File: src/rtl/rxcoe_pkg.sv
package rxcoe_pkg;

  localparam int ADDR_FIELD_BYTES = 12;
  localparam int TCI_BYTES        = 2;
  localparam int LLC_BYTES        = 3;
  localparam int SNAP_TAIL_BYTES  = 5;
  localparam logic [15:0] VLAN_TPID      = 16'h8100;
  localparam logic [15:0] TYPE_MIN       = 16'h0600;
  localparam logic [7:0]  LLC_SAP_SNAP   = 8'hAA;
  localparam logic [7:0]  LLC_CTRL_UI    = 8'h03;

  typedef enum logic [2:0] {
    PS_ADDR, PS_TYPE_HI, PS_TYPE_LO, PS_TCI, PS_LLC, PS_SNAP, PS_BODY
  } parse_st_e;

  typedef enum logic [1:0] {
    OS_PASS, OS_CS_HI, OS_CS_LO
  } emit_st_e;

  typedef struct packed {
    logic       vld;
    logic       cov;
    logic [7:0] dat;
  } dly_ent_t;

  function automatic logic [15:0] csum_add(input logic [15:0] a, input logic [15:0] b);
    logic [16:0] s;
    s = {1'b0, a} + {1'b0, b};
    return s[15:0] + {15'd0, s[16]};
  endfunction

endpackage

File: src/rtl/rxcoe_parse.sv
module rxcoe_parse
  import rxcoe_pkg::*;
#(
  parameter int MAX_TAGS    = 2,
  parameter int FIXED_START = 14,
  parameter int POS_W       = 16
) (
  input  logic             clk,
  input  logic             rst_n,
  input  logic             beat,
  input  logic             sof,
  input  logic [7:0]       data,
  input  logic             mode,
  input  logic [POS_W-1:0] pos,
  output logic             cov,
  output logic             revise
);

  localparam int TAG_W = $clog2(MAX_TAGS + 1);
  localparam logic [POS_W-1:0] FIX_POS   = POS_W'(FIXED_START);
  localparam logic [3:0]       ADDR_LAST = 4'(ADDR_FIELD_BYTES - 1);
  localparam logic [3:0]       TCI_LAST  = 4'(TCI_BYTES - 1);
  localparam logic [3:0]       LLC_LAST  = 4'(LLC_BYTES - 1);
  localparam logic [3:0]       SNAP_LAST = 4'(SNAP_TAIL_BYTES - 1);
  localparam logic [TAG_W-1:0] TAG_MAX   = TAG_W'(MAX_TAGS);

  parse_st_e        st_q, st_n, cur_st;
  logic [3:0]       cnt_q, cnt_n, cur_cnt;
  logic [TAG_W-1:0] tags_q, tags_n, cur_tags;
  logic [7:0]       thi_q, thi_n;
  logic             snap_q, snap_n, cur_snap;
  logic             cov_m, rev_m, llc_match;
  logic [15:0]      tval;

  assign cur_st   = sof ? PS_ADDR : st_q;
  assign cur_cnt  = sof ? 4'd0 : cnt_q;
  assign cur_tags = sof ? '0 : tags_q;
  assign cur_snap = sof ? 1'b1 : snap_q;
  assign tval     = {thi_q, data};

  always_comb begin
    case (cur_cnt)
      4'd0:    llc_match = (data == LLC_SAP_SNAP);
      4'd1:    llc_match = (data == LLC_SAP_SNAP);
      default: llc_match = (data == LLC_CTRL_UI);
    endcase
  end

  always_comb begin
    st_n   = st_q;
    cnt_n  = cnt_q;
    tags_n = tags_q;
    thi_n  = thi_q;
    snap_n = snap_q;
    cov_m  = 1'b0;
    rev_m  = 1'b0;
    if (beat) begin
      st_n   = cur_st;
      cnt_n  = cur_cnt + 4'd1;
      tags_n = cur_tags;
      snap_n = cur_snap;
      case (cur_st)
        PS_ADDR: begin
          if (cur_cnt == ADDR_LAST) begin
            st_n  = PS_TYPE_HI;
            cnt_n = 4'd0;
          end
        end
        PS_TYPE_HI: begin
          thi_n = data;
          st_n  = PS_TYPE_LO;
        end
        PS_TYPE_LO: begin
          cnt_n = 4'd0;
          if (tval == VLAN_TPID && cur_tags < TAG_MAX) begin
            tags_n = cur_tags + TAG_W'(1);
            st_n   = PS_TCI;
          end else if (tval < TYPE_MIN) begin
            st_n   = PS_LLC;
            snap_n = 1'b1;
          end else begin
            st_n = PS_BODY;
          end
        end
        PS_TCI: begin
          if (cur_cnt == TCI_LAST) begin
            st_n  = PS_TYPE_HI;
            cnt_n = 4'd0;
          end
        end
        PS_LLC: begin
          snap_n = cur_snap & llc_match;
          if (cur_cnt == LLC_LAST) begin
            cnt_n = 4'd0;
            if (cur_snap & llc_match) begin
              st_n = PS_SNAP;
            end else begin
              st_n  = PS_BODY;
              cov_m = 1'b1;
              rev_m = 1'b1;
            end
          end
        end
        PS_SNAP: begin
          if (cur_cnt == SNAP_LAST) begin
            st_n  = PS_BODY;
            cnt_n = 4'd0;
          end
        end
        default: begin
          cov_m = 1'b1;
          cnt_n = cnt_q;
        end
      endcase
    end
  end

  always_ff @(posedge clk or negedge rst_n) begin
    if (!rst_n) begin
      st_q   <= PS_ADDR;
      cnt_q  <= 4'd0;
      tags_q <= '0;
      thi_q  <= 8'd0;
      snap_q <= 1'b0;
    end else if (beat) begin
      st_q   <= st_n;
      cnt_q  <= cnt_n;
      tags_q <= tags_n;
      thi_q  <= thi_n;
      snap_q <= snap_n;
    end
  end

  assign cov    = beat & (mode ? (pos >= FIX_POS) : cov_m);
  assign revise = beat & ~mode & rev_m;

  p_tag_limit_r4: assert property (@(posedge clk) disable iff (!rst_n)
    tags_q <= TAG_MAX);

  p_first_byte_uncovered_r3: assert property (@(posedge clk) disable iff (!rst_n)
    (beat && sof) |-> !cov);

endmodule

File: src/rtl/rxcoe_sum.sv
module rxcoe_sum
  import rxcoe_pkg::*;
#(
  parameter int FCS_BYTES = 4,
  parameter int REV_SPAN  = 2
) (
  input  logic        clk,
  input  logic        rst_n,
  input  logic        beat,
  input  logic        sof,
  input  logic [7:0]  data,
  input  logic        cov,
  input  logic        revise,
  output logic [15:0] sum
);

  dly_ent_t [FCS_BYTES-1:0] line_q, line_n, base_line;
  logic [15:0] acc_q, acc_n, base_acc;
  logic        par_q, par_n, base_par;
  dly_ent_t    pop;

  assign base_line = sof ? '0 : line_q;
  assign base_acc  = sof ? 16'd0 : acc_q;
  assign base_par  = sof ? 1'b0 : par_q;
  assign pop       = base_line[FCS_BYTES-1];

  always_comb begin
    line_n = line_q;
    acc_n  = acc_q;
    par_n  = par_q;
    if (beat) begin
      acc_n = base_acc;
      par_n = base_par;
      if (pop.vld && pop.cov) begin
        acc_n = csum_add(base_acc, base_par ? {8'h00, pop.dat} : {pop.dat, 8'h00});
        par_n = ~base_par;
      end
      for (int i = FCS_BYTES - 1; i > 0; i--) begin
        line_n[i] = base_line[i-1];
      end
      for (int i = 1; i <= REV_SPAN; i++) begin
        if (revise && line_n[i].vld) line_n[i].cov = 1'b1;
      end
      line_n[0] = '{vld: 1'b1, cov: cov, dat: data};
    end
  end

  always_ff @(posedge clk or negedge rst_n) begin
    if (!rst_n) begin
      line_q <= '0;
      acc_q  <= 16'd0;
      par_q  <= 1'b0;
    end else if (beat) begin
      line_q <= line_n;
      acc_q  <= acc_n;
      par_q  <= par_n;
    end
  end

  assign sum = acc_q;

  p_clear_on_sof_r2: assert property (@(posedge clk) disable iff (!rst_n)
    (beat && sof) |=> (acc_q == 16'd0 && !par_q));

endmodule

File: src/rtl/rxcoe_emit.sv
module rxcoe_emit
  import rxcoe_pkg::*;
#(
  parameter int LEN_W = 16
) (
  input  logic             clk,
  input  logic             rst_n,
  input  logic             en,
  input  logic             in_valid,
  input  logic [7:0]       in_data,
  input  logic             in_sof,
  input  logic             in_eof,
  input  logic [LEN_W-1:0] frame_len,
  input  logic [15:0]      sum,
  output logic             in_ready,
  output logic             beat,
  output logic             out_valid,
  output logic [7:0]       out_data,
  output logic             out_sof,
  output logic             out_eof,
  output logic [LEN_W-1:0] out_len
);

  localparam logic [LEN_W-1:0] CS_EXTRA = LEN_W'(2);

  emit_st_e         st_q, st_n;
  logic [LEN_W-1:0] lenh_q, lenh_n;
  logic             ov_n, os_n, oe_n;
  logic [7:0]       od_n;
  logic [LEN_W-1:0] ol_n;

  assign in_ready = (st_q == OS_PASS);
  assign beat     = in_valid & in_ready;

  always_comb begin
    st_n   = st_q;
    lenh_n = lenh_q;
    ov_n   = 1'b0;
    od_n   = 8'd0;
    os_n   = 1'b0;
    oe_n   = 1'b0;
    ol_n   = '0;
    case (st_q)
      OS_PASS: begin
        if (beat) begin
          ov_n = 1'b1;
          od_n = in_data;
          os_n = in_sof;
          if (in_eof && !en) begin
            oe_n = 1'b1;
            ol_n = frame_len;
          end
          if (in_eof && en) begin
            st_n   = OS_CS_HI;
            lenh_n = frame_len + CS_EXTRA;
          end
        end
      end
      OS_CS_HI: begin
        ov_n = 1'b1;
        od_n = sum[15:8];
        st_n = OS_CS_LO;
      end
      default: begin
        ov_n = 1'b1;
        od_n = sum[7:0];
        oe_n = 1'b1;
        ol_n = lenh_q;
        st_n = OS_PASS;
      end
    endcase
  end

  always_ff @(posedge clk or negedge rst_n) begin
    if (!rst_n) begin
      st_q      <= OS_PASS;
      lenh_q    <= '0;
      out_valid <= 1'b0;
      out_data  <= 8'd0;
      out_sof   <= 1'b0;
      out_eof   <= 1'b0;
      out_len   <= '0;
    end else begin
      st_q      <= st_n;
      lenh_q    <= lenh_n;
      out_valid <= ov_n;
      out_data  <= od_n;
      out_sof   <= os_n;
      out_eof   <= oe_n;
      out_len   <= ol_n;
    end
  end

  p_sof_valid_r1: assert property (@(posedge clk) disable iff (!rst_n)
    out_sof |-> out_valid);

  p_append_len_r8: assert property (@(posedge clk) disable iff (!rst_n)
    (beat && in_eof && en) |=> ##2 (out_valid && out_eof && out_len == $past(frame_len, 3) + CS_EXTRA));

  p_stall_two_r9: assert property (@(posedge clk) disable iff (!rst_n)
    (beat && in_eof && en) |=> !in_ready ##1 !in_ready ##1 in_ready);

  p_bypass_r10: assert property (@(posedge clk) disable iff (!rst_n)
    (beat && in_eof && !en) |=> (out_eof && in_ready && out_len == $past(frame_len)));

endmodule

File: src/rtl/rxcoe_top.sv
module rxcoe_top
  import rxcoe_pkg::*;
#(
  parameter int LEN_W       = 16,
  parameter int MAX_TAGS    = 2,
  parameter int FCS_BYTES   = 4,
  parameter int FIXED_START = 14
) (
  input  logic             clk,
  input  logic             rst_n,
  input  logic             cfg_en,
  input  logic             cfg_mode,
  input  logic             in_valid,
  output logic             in_ready,
  input  logic [7:0]       in_data,
  input  logic             in_sof,
  input  logic             in_eof,
  output logic             out_valid,
  output logic [7:0]       out_data,
  output logic             out_sof,
  output logic             out_eof,
  output logic [LEN_W-1:0] out_len
);

  localparam int REV_SPAN = LLC_BYTES - 1;

  logic [1:0]       rst_sync_q;
  logic             rst_int_n;
  logic             beat, cov, revise;
  logic [LEN_W-1:0] cnt_q, pos, frame_len;
  logic [15:0]      sum;

  always_ff @(posedge clk or negedge rst_n) begin
    if (!rst_n) rst_sync_q <= 2'b00;
    else        rst_sync_q <= {rst_sync_q[0], 1'b1};
  end
  assign rst_int_n = rst_sync_q[1];

  assign pos       = in_sof ? '0 : cnt_q;
  assign frame_len = pos + LEN_W'(1);

  always_ff @(posedge clk or negedge rst_int_n) begin
    if (!rst_int_n)  cnt_q <= '0;
    else if (beat)   cnt_q <= frame_len;
  end

  rxcoe_parse #(
    .MAX_TAGS(MAX_TAGS), .FIXED_START(FIXED_START), .POS_W(LEN_W)
  ) parse_i (
    .clk(clk), .rst_n(rst_int_n), .beat(beat), .sof(in_sof), .data(in_data),
    .mode(cfg_mode), .pos(pos), .cov(cov), .revise(revise)
  );

  rxcoe_sum #(
    .FCS_BYTES(FCS_BYTES), .REV_SPAN(REV_SPAN)
  ) sum_i (
    .clk(clk), .rst_n(rst_int_n), .beat(beat), .sof(in_sof), .data(in_data),
    .cov(cov), .revise(revise), .sum(sum)
  );

  rxcoe_emit #(
    .LEN_W(LEN_W)
  ) emit_i (
    .clk(clk), .rst_n(rst_int_n), .en(cfg_en), .in_valid(in_valid),
    .in_data(in_data), .in_sof(in_sof), .in_eof(in_eof), .frame_len(frame_len),
    .sum(sum), .in_ready(in_ready), .beat(beat), .out_valid(out_valid),
    .out_data(out_data), .out_sof(out_sof), .out_eof(out_eof), .out_len(out_len)
  );

  p_reset_idle_r12: assert property (@(posedge clk)
    (!rst_int_n) |-> (in_ready && !out_valid));

endmodule

File: config.mk
export PLATFORM = sky130hd
export DESIGN_NAME = rxcoe_top
export DESIGN_NICKNAME = d
export VERILOG_FILES = /design/src/rtl/rxcoe_pkg.sv /design/src/rtl/rxcoe_parse.sv /design/src/rtl/rxcoe_sum.sv /design/src/rtl/rxcoe_emit.sv /design/src/rtl/rxcoe_top.sv
export SDC_FILE = /design/constraint.sdc
export NUM_CORES = 1
export LEC_CHECK = 0
export BUFFER_PORTS_ARGS = -buffer_cell sky130_fd_sc_hd__buf_4
export CAP_MARGIN = 0
export CORE_ASPECT_RATIO = 1.1
export CORE_MARGIN = 4
export CORE_UTILIZATION = 50
export CTS_CLUSTER_DIAMETER = 30
export CTS_CLUSTER_SIZE = 24
export DETAILED_ROUTE_END_ITERATION = 8
export GPL_ROUTABILITY_DRIVEN = 0
export HOLD_SLACK_MARGIN = 0.03
export PLACE_DENSITY = 0.66
export SLEW_MARGIN = 25
export SYNTH_ARGS = -nofsm -noshare
export SYNTH_HDL_FRONTEND = slang
export SYNTH_SLANG_ARGS = --single-unit
File: constraint.sdc
create_clock -name clk -period 4.8 [get_ports clk]
set_input_delay 0 -clock clk [delete_from_list [all_inputs] [get_ports clk]]
set_output_delay 0 -clock clk [all_outputs]
set_load 0.03 [all_outputs]
==> results of run 1 <==
power breakdown:
group	internal (mW)	switching, mW	total (mW)
sequential	1.29	0.113	1.40
clock	0.818	0.492	1.31
combinational	0.178	0.276	0.454
critical path, delay by kind of cell (launching register included):
| kind | cells | cell delay (ns) |
|---|---|---|
| buf+inv | 1 | 0.18 |
| compound gates | 6 | 0.96 |
| simple gates | 10 | 2.06 |
| flops | 1 | 0.40 |
| fa+ha+maj | 3 | 0.60 |
through the flow:
step | cell area, um2 | hold WS, ns | utilization | cells
after floorplan | 7660 | -0.296 | - | 878
after global placement | 8140 | -0.218 | 0.541 | 1085
after detailed placement | 8150 | -0.217 | 0.541 | 1085
after CTS | 8910 | 0.332 | 0.592 | 1133
after global routing | 8920 | 0.366 | 0.592 | 1134
final | 8920 | 0.352 | 0.592 | 1134
synthesized netlist by cell type (12+ instances only):
cell type,instances,area share
xor2_1,18,0.021
nand3_1,22,0.014
dfrtp_1,138,0.45
inv_1,20,0.0098
xnor2_1,20,0.023
nor3_1,19,0.012
nand2_1,185,0.091
clkbuf_1,34,0.017
ha_1,25,0.041
and2_1,18,0.015
nor2_1,45,0.022
nand4_1,12,0.0098
o21ai_0,103,0.067
nor2b_1,27,0.022
a21oi_1,29,0.019
state kept, by name (all words and copies together) (netlist names), 3 cells and up:
register         flops
emit_i.out_data      8
parse_i.cnt_q        4
sum_i.line_q        40
sum_i.sum           16
parse_i.thi_q        8
emit_i.out_len      16
cnt_q               16
parse_i.st_q         3
emit_i.lenh_q       16
placed cells by master, fill, tap and decap left out, drive strengths merged, types with 9 or more instances in the layout:
cell	instances
ha	25
nor4	11
a21oi	30
xor2	18
o21ai	103
nand3	22
nor2	45
xnor2	20
or3	9
buf	53
nor2b	27
and2	18
dfrtp	138
inv	21
clkbuf	22
a22oi	10
nand4	13
dlygate4sd3	16
nor3	19
nand2	186
routing by layer:
metal / global-route usage / vias up / share of wire
met1: 0.273 / 3152 / 0.43
met2: 0.394 / 144 / 0.51
met5: 0 / - / 0
li1: - / 3177 / -
met3: 0.0419 / 42 / 0.033
met4: 0.0995 / 0 / 0.031
timing repair:
| item | 4_1_cts | 5_1_grt |
|---|---|---|
| endpoints found under the hold margin | 33 | 0 |
| hold buffers | 16 | 0 |
| resized for setup | 0 | 2 |
| endpoints found under the setup margin | 0 | 3 |
area by class of cell:
cell class,instances,area (um2),share of cell area
multi-input cells,677,3970,0.445
flip-flops and latches,138,3460,0.388
repair buffers,69,562,0.0630
clock buffers,22,484,0.0543
well taps,196,245,0.0275
clock inverters,10,115,0.0129
inverters,21,78.8,0.00884
diodes,1,2.50,0.000281
kinds of logic (layout without fill, tap and decap cells):
| group | count (synthesis) | in the layout | share of synthesized area |
|---|---|---|---|
| other | 1 | 2 | 0.000490 |
| muxes | 12 | 12 | 0.0170 |
| xor gates and xnor gates | 38 | 38 | 0.0434 |
| AOI/OAI and AO/OA | 211 | 211 | 0.168 |
| buffers and inverters | 63 | 122 | 0.0319 |
| adders and majority gates | 26 | 26 | 0.0434 |
| DFF | 138 | 138 | 0.451 |
| and+or+nand+nor | 389 | 389 | 0.245 |
worst paths after layout:
check / from / to / slack (ns) / cells after the start
worst min register to register: rst_sync_q[0] / rst_sync_q[1] / 0.35 / 0
worst max register to register: sum_i.par_q / sum_i.sum[15] / 0.54 / 20
worst max-delay path: sum_i.par_q / sum_i.sum[15] / 0.54 / 20
worst min-delay path: in_valid / emit_i.out_valid / 0.35 / 3
max in group asynchronous: rst_sync_q[1] / emit_i.out_eof / 3.77 / 1
min in group asynchronous: rst_sync_q[1] / parse_i.cnt_q[2] / 0.42 / 1
==> metrics, run 1 <==
status=completed; total power=3.16 mW; Syn-to-layout area delta=16.4%; Worst EP arrival=4.62 ns; CTS sink cnt=138; syn nets=919; pwr/cell area=355 nW/um2; largest net degree at the start of global routing=87; Clock Tree Buf Depth=2; remaining antenna violation count=0; initial core utilization=0.509; yosys warns=0; row count=47; number of synthesized flops with an enable pin=0; worst skew pair latency=0.43 ns; commonest register cell after synthesis=dfrtp_1; TritonRoute pass-1 iters=5; Avg WL per Cell=16.8 um; htree depth=4; die height=138 um; Distinct cells, synth=65; max-slew violations=0; Slew Limit Headroom=0.279; max frequency=0.235 GHz; clock root buffer master=clkbuf_16; PortBufs=42; worst slack, placed=0.399 ns; FF+latch count, synth=138; CP max stage cell=or4_1; slack of the critical path=0.537 ns; final wirelength=19000 um; Tot GR Track Use=0.225; ys async rst share=1.00; final period utilization=0.888; crit-path cells=nor2b_2 -> and2_1 -> ha_1 -> fa_1 -> a21o_1 -> nand4_1 -> a211oi_2 -> o21a_1 -> o21ai_0 -> a21oi_1 -> o21ai_0 -> nand2b_1 -> ha_1 -> nand2_1 -> nor4b_1 -> buf_4 -> and4_1 -> nand2_1 -> or4_1 -> nand3_1; CP Launch Type=register; minimum clock period=4.26 ns; vias in the first global route=6393; RSZ-0062 raised after global routing=no; core area=15100 um2; Syn Inst Count=878; worst slew pin tran=1.07 ns; Req. time, crit path=5.16 ns; WS Path Type=reg -> reg; Die ar.=17400 um2; Final #Nets=965; Crit Path Max Fanout=8; Avg Cell Area, Syn=8.72 um2; CP Capture Type=register; # IOs=43; DRT iter0 DRCs=450; Worst path max stage delay=0.48 ns; Final Hold Fails=0; Via Count=6515; post-CTS setup repair buffer count=0; CTS tree=built; sequential area share after synthesis=0.451; Hold Path Class=in -> reg; antenna violations before repair=1; # fillers=1329; DP HPWL=13600 um; Leakage=3.95 nW; Setup Viol. Count Final=0; Remaining Overflow, GRT=0; Die X=126 um; Worst Skew=0.00655 ns; Reg clk slew, reported paths=0.06 ns; Max IR drop VDD=0.243 mV; Synth Cell Area=7660 um2; DRC errors left=0; Vias/cell=5.75; max-cap viol count=0; global-route wire length before repair=31300 um; layout cells sized above 1=0.118; post-route setup TNS=0 ns; CTS buffer count=17
(Power assumes the default switching activity.)
==> inputs of run 2 (changes only) <==
--- a/config.mk
+++ b/config.mk
@@ -7,15 +7,17 @@
 export LEC_CHECK = 0
 export BUFFER_PORTS_ARGS = -buffer_cell sky130_fd_sc_hd__buf_4
 export CAP_MARGIN = 0
+export CELL_PAD_IN_SITES_DETAIL_PLACEMENT = 0
+export CELL_PAD_IN_SITES_GLOBAL_PLACEMENT = 1
 export CORE_ASPECT_RATIO = 1.1
 export CORE_MARGIN = 4
-export CORE_UTILIZATION = 50
+export CORE_UTILIZATION = 47
 export CTS_CLUSTER_DIAMETER = 30
 export CTS_CLUSTER_SIZE = 24
 export DETAILED_ROUTE_END_ITERATION = 8
 export GPL_ROUTABILITY_DRIVEN = 0
 export HOLD_SLACK_MARGIN = 0.03
-export PLACE_DENSITY = 0.66
+export PLACE_DENSITY = 0.79
 export SLEW_MARGIN = 25
 export SYNTH_ARGS = -nofsm -noshare
 export SYNTH_HDL_FRONTEND = slang
==> metrics, run 2 (same netlist as run 1, synthesis figures left out) <==
crit-path cells=nor2b_2 -> and2_1 -> ha_1 -> fa_1 -> a21o_1 -> nand4_1 -> a211oi_1 -> o21a_1 -> o21ai_0 -> a21oi_1 -> o21ai_0 -> nand2b_1 -> ha_1 -> nand2_1 -> nor4b_1 -> buf_4 -> and4_1 -> nand2_1 -> or4_1 -> nand3_1; pwr/cell area=353 nW/um2 (-0.55%); met1 usage=0.279 (+0.00553); CP max stage cell=or4_1; setup slack, reg-to-reg=0.38 ns (-0.16 ns); Setup Viol. Count Final=0 (unchanged); max reg flops=40 (unchanged); Slew Limit Headroom=0.426 (+0.148); WS Path Type=reg -> reg; Worst Skew=0.0167 ns (+0.0102 ns); Vias/cell=5.68 (-1.2%); post-CTS setup repair buffer count=0 (unchanged); antenna violations before repair=0 (-1); busiest grt layer=met2; Worst path max stage delay=0.47 ns (about the same); Leakage=3.94 nW (-0.24%); max-slew violations=0 (unchanged); Die ar.=18400 um2 (+6.0%); global-route wire length before repair=32200 um (+3.0%); Final Hold Fails=0 (unchanged); die height=142 um (+3.0%); RSZ-0062 raised after global routing=no; Final #Nets=965 (unchanged); worst skew pair latency=0.43 ns (about the same); core area=15900 um2 (+5.3%); # fillers=1433 (+7.8%); final instance area=8890 um2 (-0.31%); Cell Area, Placed=8160 um2 (+0.11%); worst slew pin tran=0.854 ns (-0.215 ns); FF/Latch Area=3460 um2 (unchanged); Reg with most FFs=sum_i.line_q; CTS sink cnt=138 (unchanged); worst reg2reg startpoint=sum_i.par_q; DRC errors left=0 (unchanged); DRT iter0 DRCs=338 (-25%); row count=48 (+2.1%); Reg clk slew, reported paths=0.06 ns (about the same); max-cap viol count=0 (unchanged); CTS tree=built; Remaining Overflow, GRT=0 (unchanged); antenna cells=0 (-1); Max IR drop VDD=0.207 mV (-15%); commonest non-fill, non-tap cells in the layout=184 x nand2_1, 137 x dfrtp_1, 103 x o21ai_0, 54 x buf_4, 45 x nor2_1; Crit Path Max Fanout=8 (unchanged); CTS buffer count=17 (unchanged); final wirelength=19500 um (+2.3%); TritonRoute pass-1 iters=5 (unchanged); PortBufs=42 (unchanged); Req. time, crit path=5.16 ns (about the same); final period utilization=0.921 (+0.0326); minimum clock period=4.42 ns (+0.157 ns); Clock Tree Buf Depth=2 (unchanged); met2 Use GR=0.365 (-0.0281); RR Endpoint=sum_i.sum[15]; largest net degree at the start of global routing=50 (-43%); vias in the first global route=6400 (+0.11%); clock root buffer master=clkbuf_16; R2R cell count=20 (unchanged); GRT met3 Usage=0.0395 (-0.00234); status=completed; Via Count=6456 (-0.91%); area occupied by multi-input gates=3970 um2 (-0.13%); Avg WL per Cell=17.1 um (+2.0%); max frequency=0.226 GHz (-3.5%); worst setup path startpoint=sum_i.par_q; Worst EP arrival=4.78 ns (+0.16 ns); # IOs=43 (unchanged); htree depth=4 (unchanged); most common cell after layout, fill and taps aside=nand2_1; Hold Path Class=reg -> async; DP HPWL=14100 um (+3.7%); remaining antenna violation count=0 (unchanged); Die X=130 um (+2.9%); Tot GR Track Use=0.221 (-0.00391); CP Capture Type=register; CP Launch Type=register; post-route setup TNS=0 ns (unchanged); layout cells sized above 1=0.120 (+0.00107); initial core utilization=0.483 (-0.0257); Syn-to-layout area delta=16.1%
run 2: cell count changes in the layout (fill, tap and decap cells not counted), moves of 2 or more:
cell	previous run	this run
inv_8	0	2
clkbuf_8	4	0
clkinv_4	1	5
inv_6	1	5
clkinv_2	3	0
buf_4	52	54
run 2: worst max path at each step:
stage                    endpoint  slack, ns
detailed placement  sum_i.sum[15]       0.36
CTS                 sum_i.sum[15]       0.32
floorplan           sum_i.sum[15]       0.57
finish              sum_i.sum[15]       0.38
global route        sum_i.sum[10]       0.11
global placement    sum_i.sum[15]       0.51
run 2: metrics by stage:
stage / hold slack [ns] / util / power (mW) / worst slack (ns) / instances
after floorplan: -0.296 / - / 1.72 / 0.570 / 878
after global placement: -0.217 / 0.514 / 1.85 / 0.511 / 1090
after detailed placement: -0.216 / 0.514 / 1.86 / 0.357 / 1090
after CTS: 0.297 / 0.561 / 3.17 / 0.319 / 1137
after global routing: 0.355 / 0.561 / 3.29 / 0.105 / 1137
final: 0.304 / 0.561 / 3.14 / 0.381 / 1137
run 2: what timing repair did:
action | CTS | global route
gates resized for setup | 0 | 1
endpoints found under the hold margin | 28 | 0
hold buffers | 15 | 0
setup endpoints to repair | 0 | 2
run 2: area by class of cell:
type | instances | area share
Clock buffer | 17 | 0.0479
Clock inverter | 15 | 0.0175
Inverter | 21 | 0.00887
Multi-Input combinational cell | 677 | 0.446
Sequential cell | 138 | 0.389
Tap cell | 200 | 0.0281
Timing Repair Buffer | 69 | 0.0625
run 2: where the power goes:
part | leakage (nW) | switching (mW) | total (mW) | internal, mW
clock | 0.279 | 0.552 | 1.28 | 0.731
combinational | 1.83 | 0.271 | 0.449 | 0.178
sequential | 1.83 | 0.120 | 1.41 | 1.29
run 2: layer usage:
| layer | vias to the layer above | part of all wire |
|---|---|---|
| li1 | 3166 | - |
| met1 | 3117 | 0.44 |
| met2 | 132 | 0.49 |
| met3 | 41 | 0.033 |
| met4 | 0 | 0.036 |
| met5 | - | 0 |
run 2: critical path: cells and delay by family (launching register included):
kind                     cells  cell delay (ns)
adder cells (fa/ha/maj)      3             0.59
flip-flops                   1             0.41
AO/OA/AOI/OAI                6             1.12
buffers and inverters        1             0.19
AND/OR/NAND/NOR             10             2.05
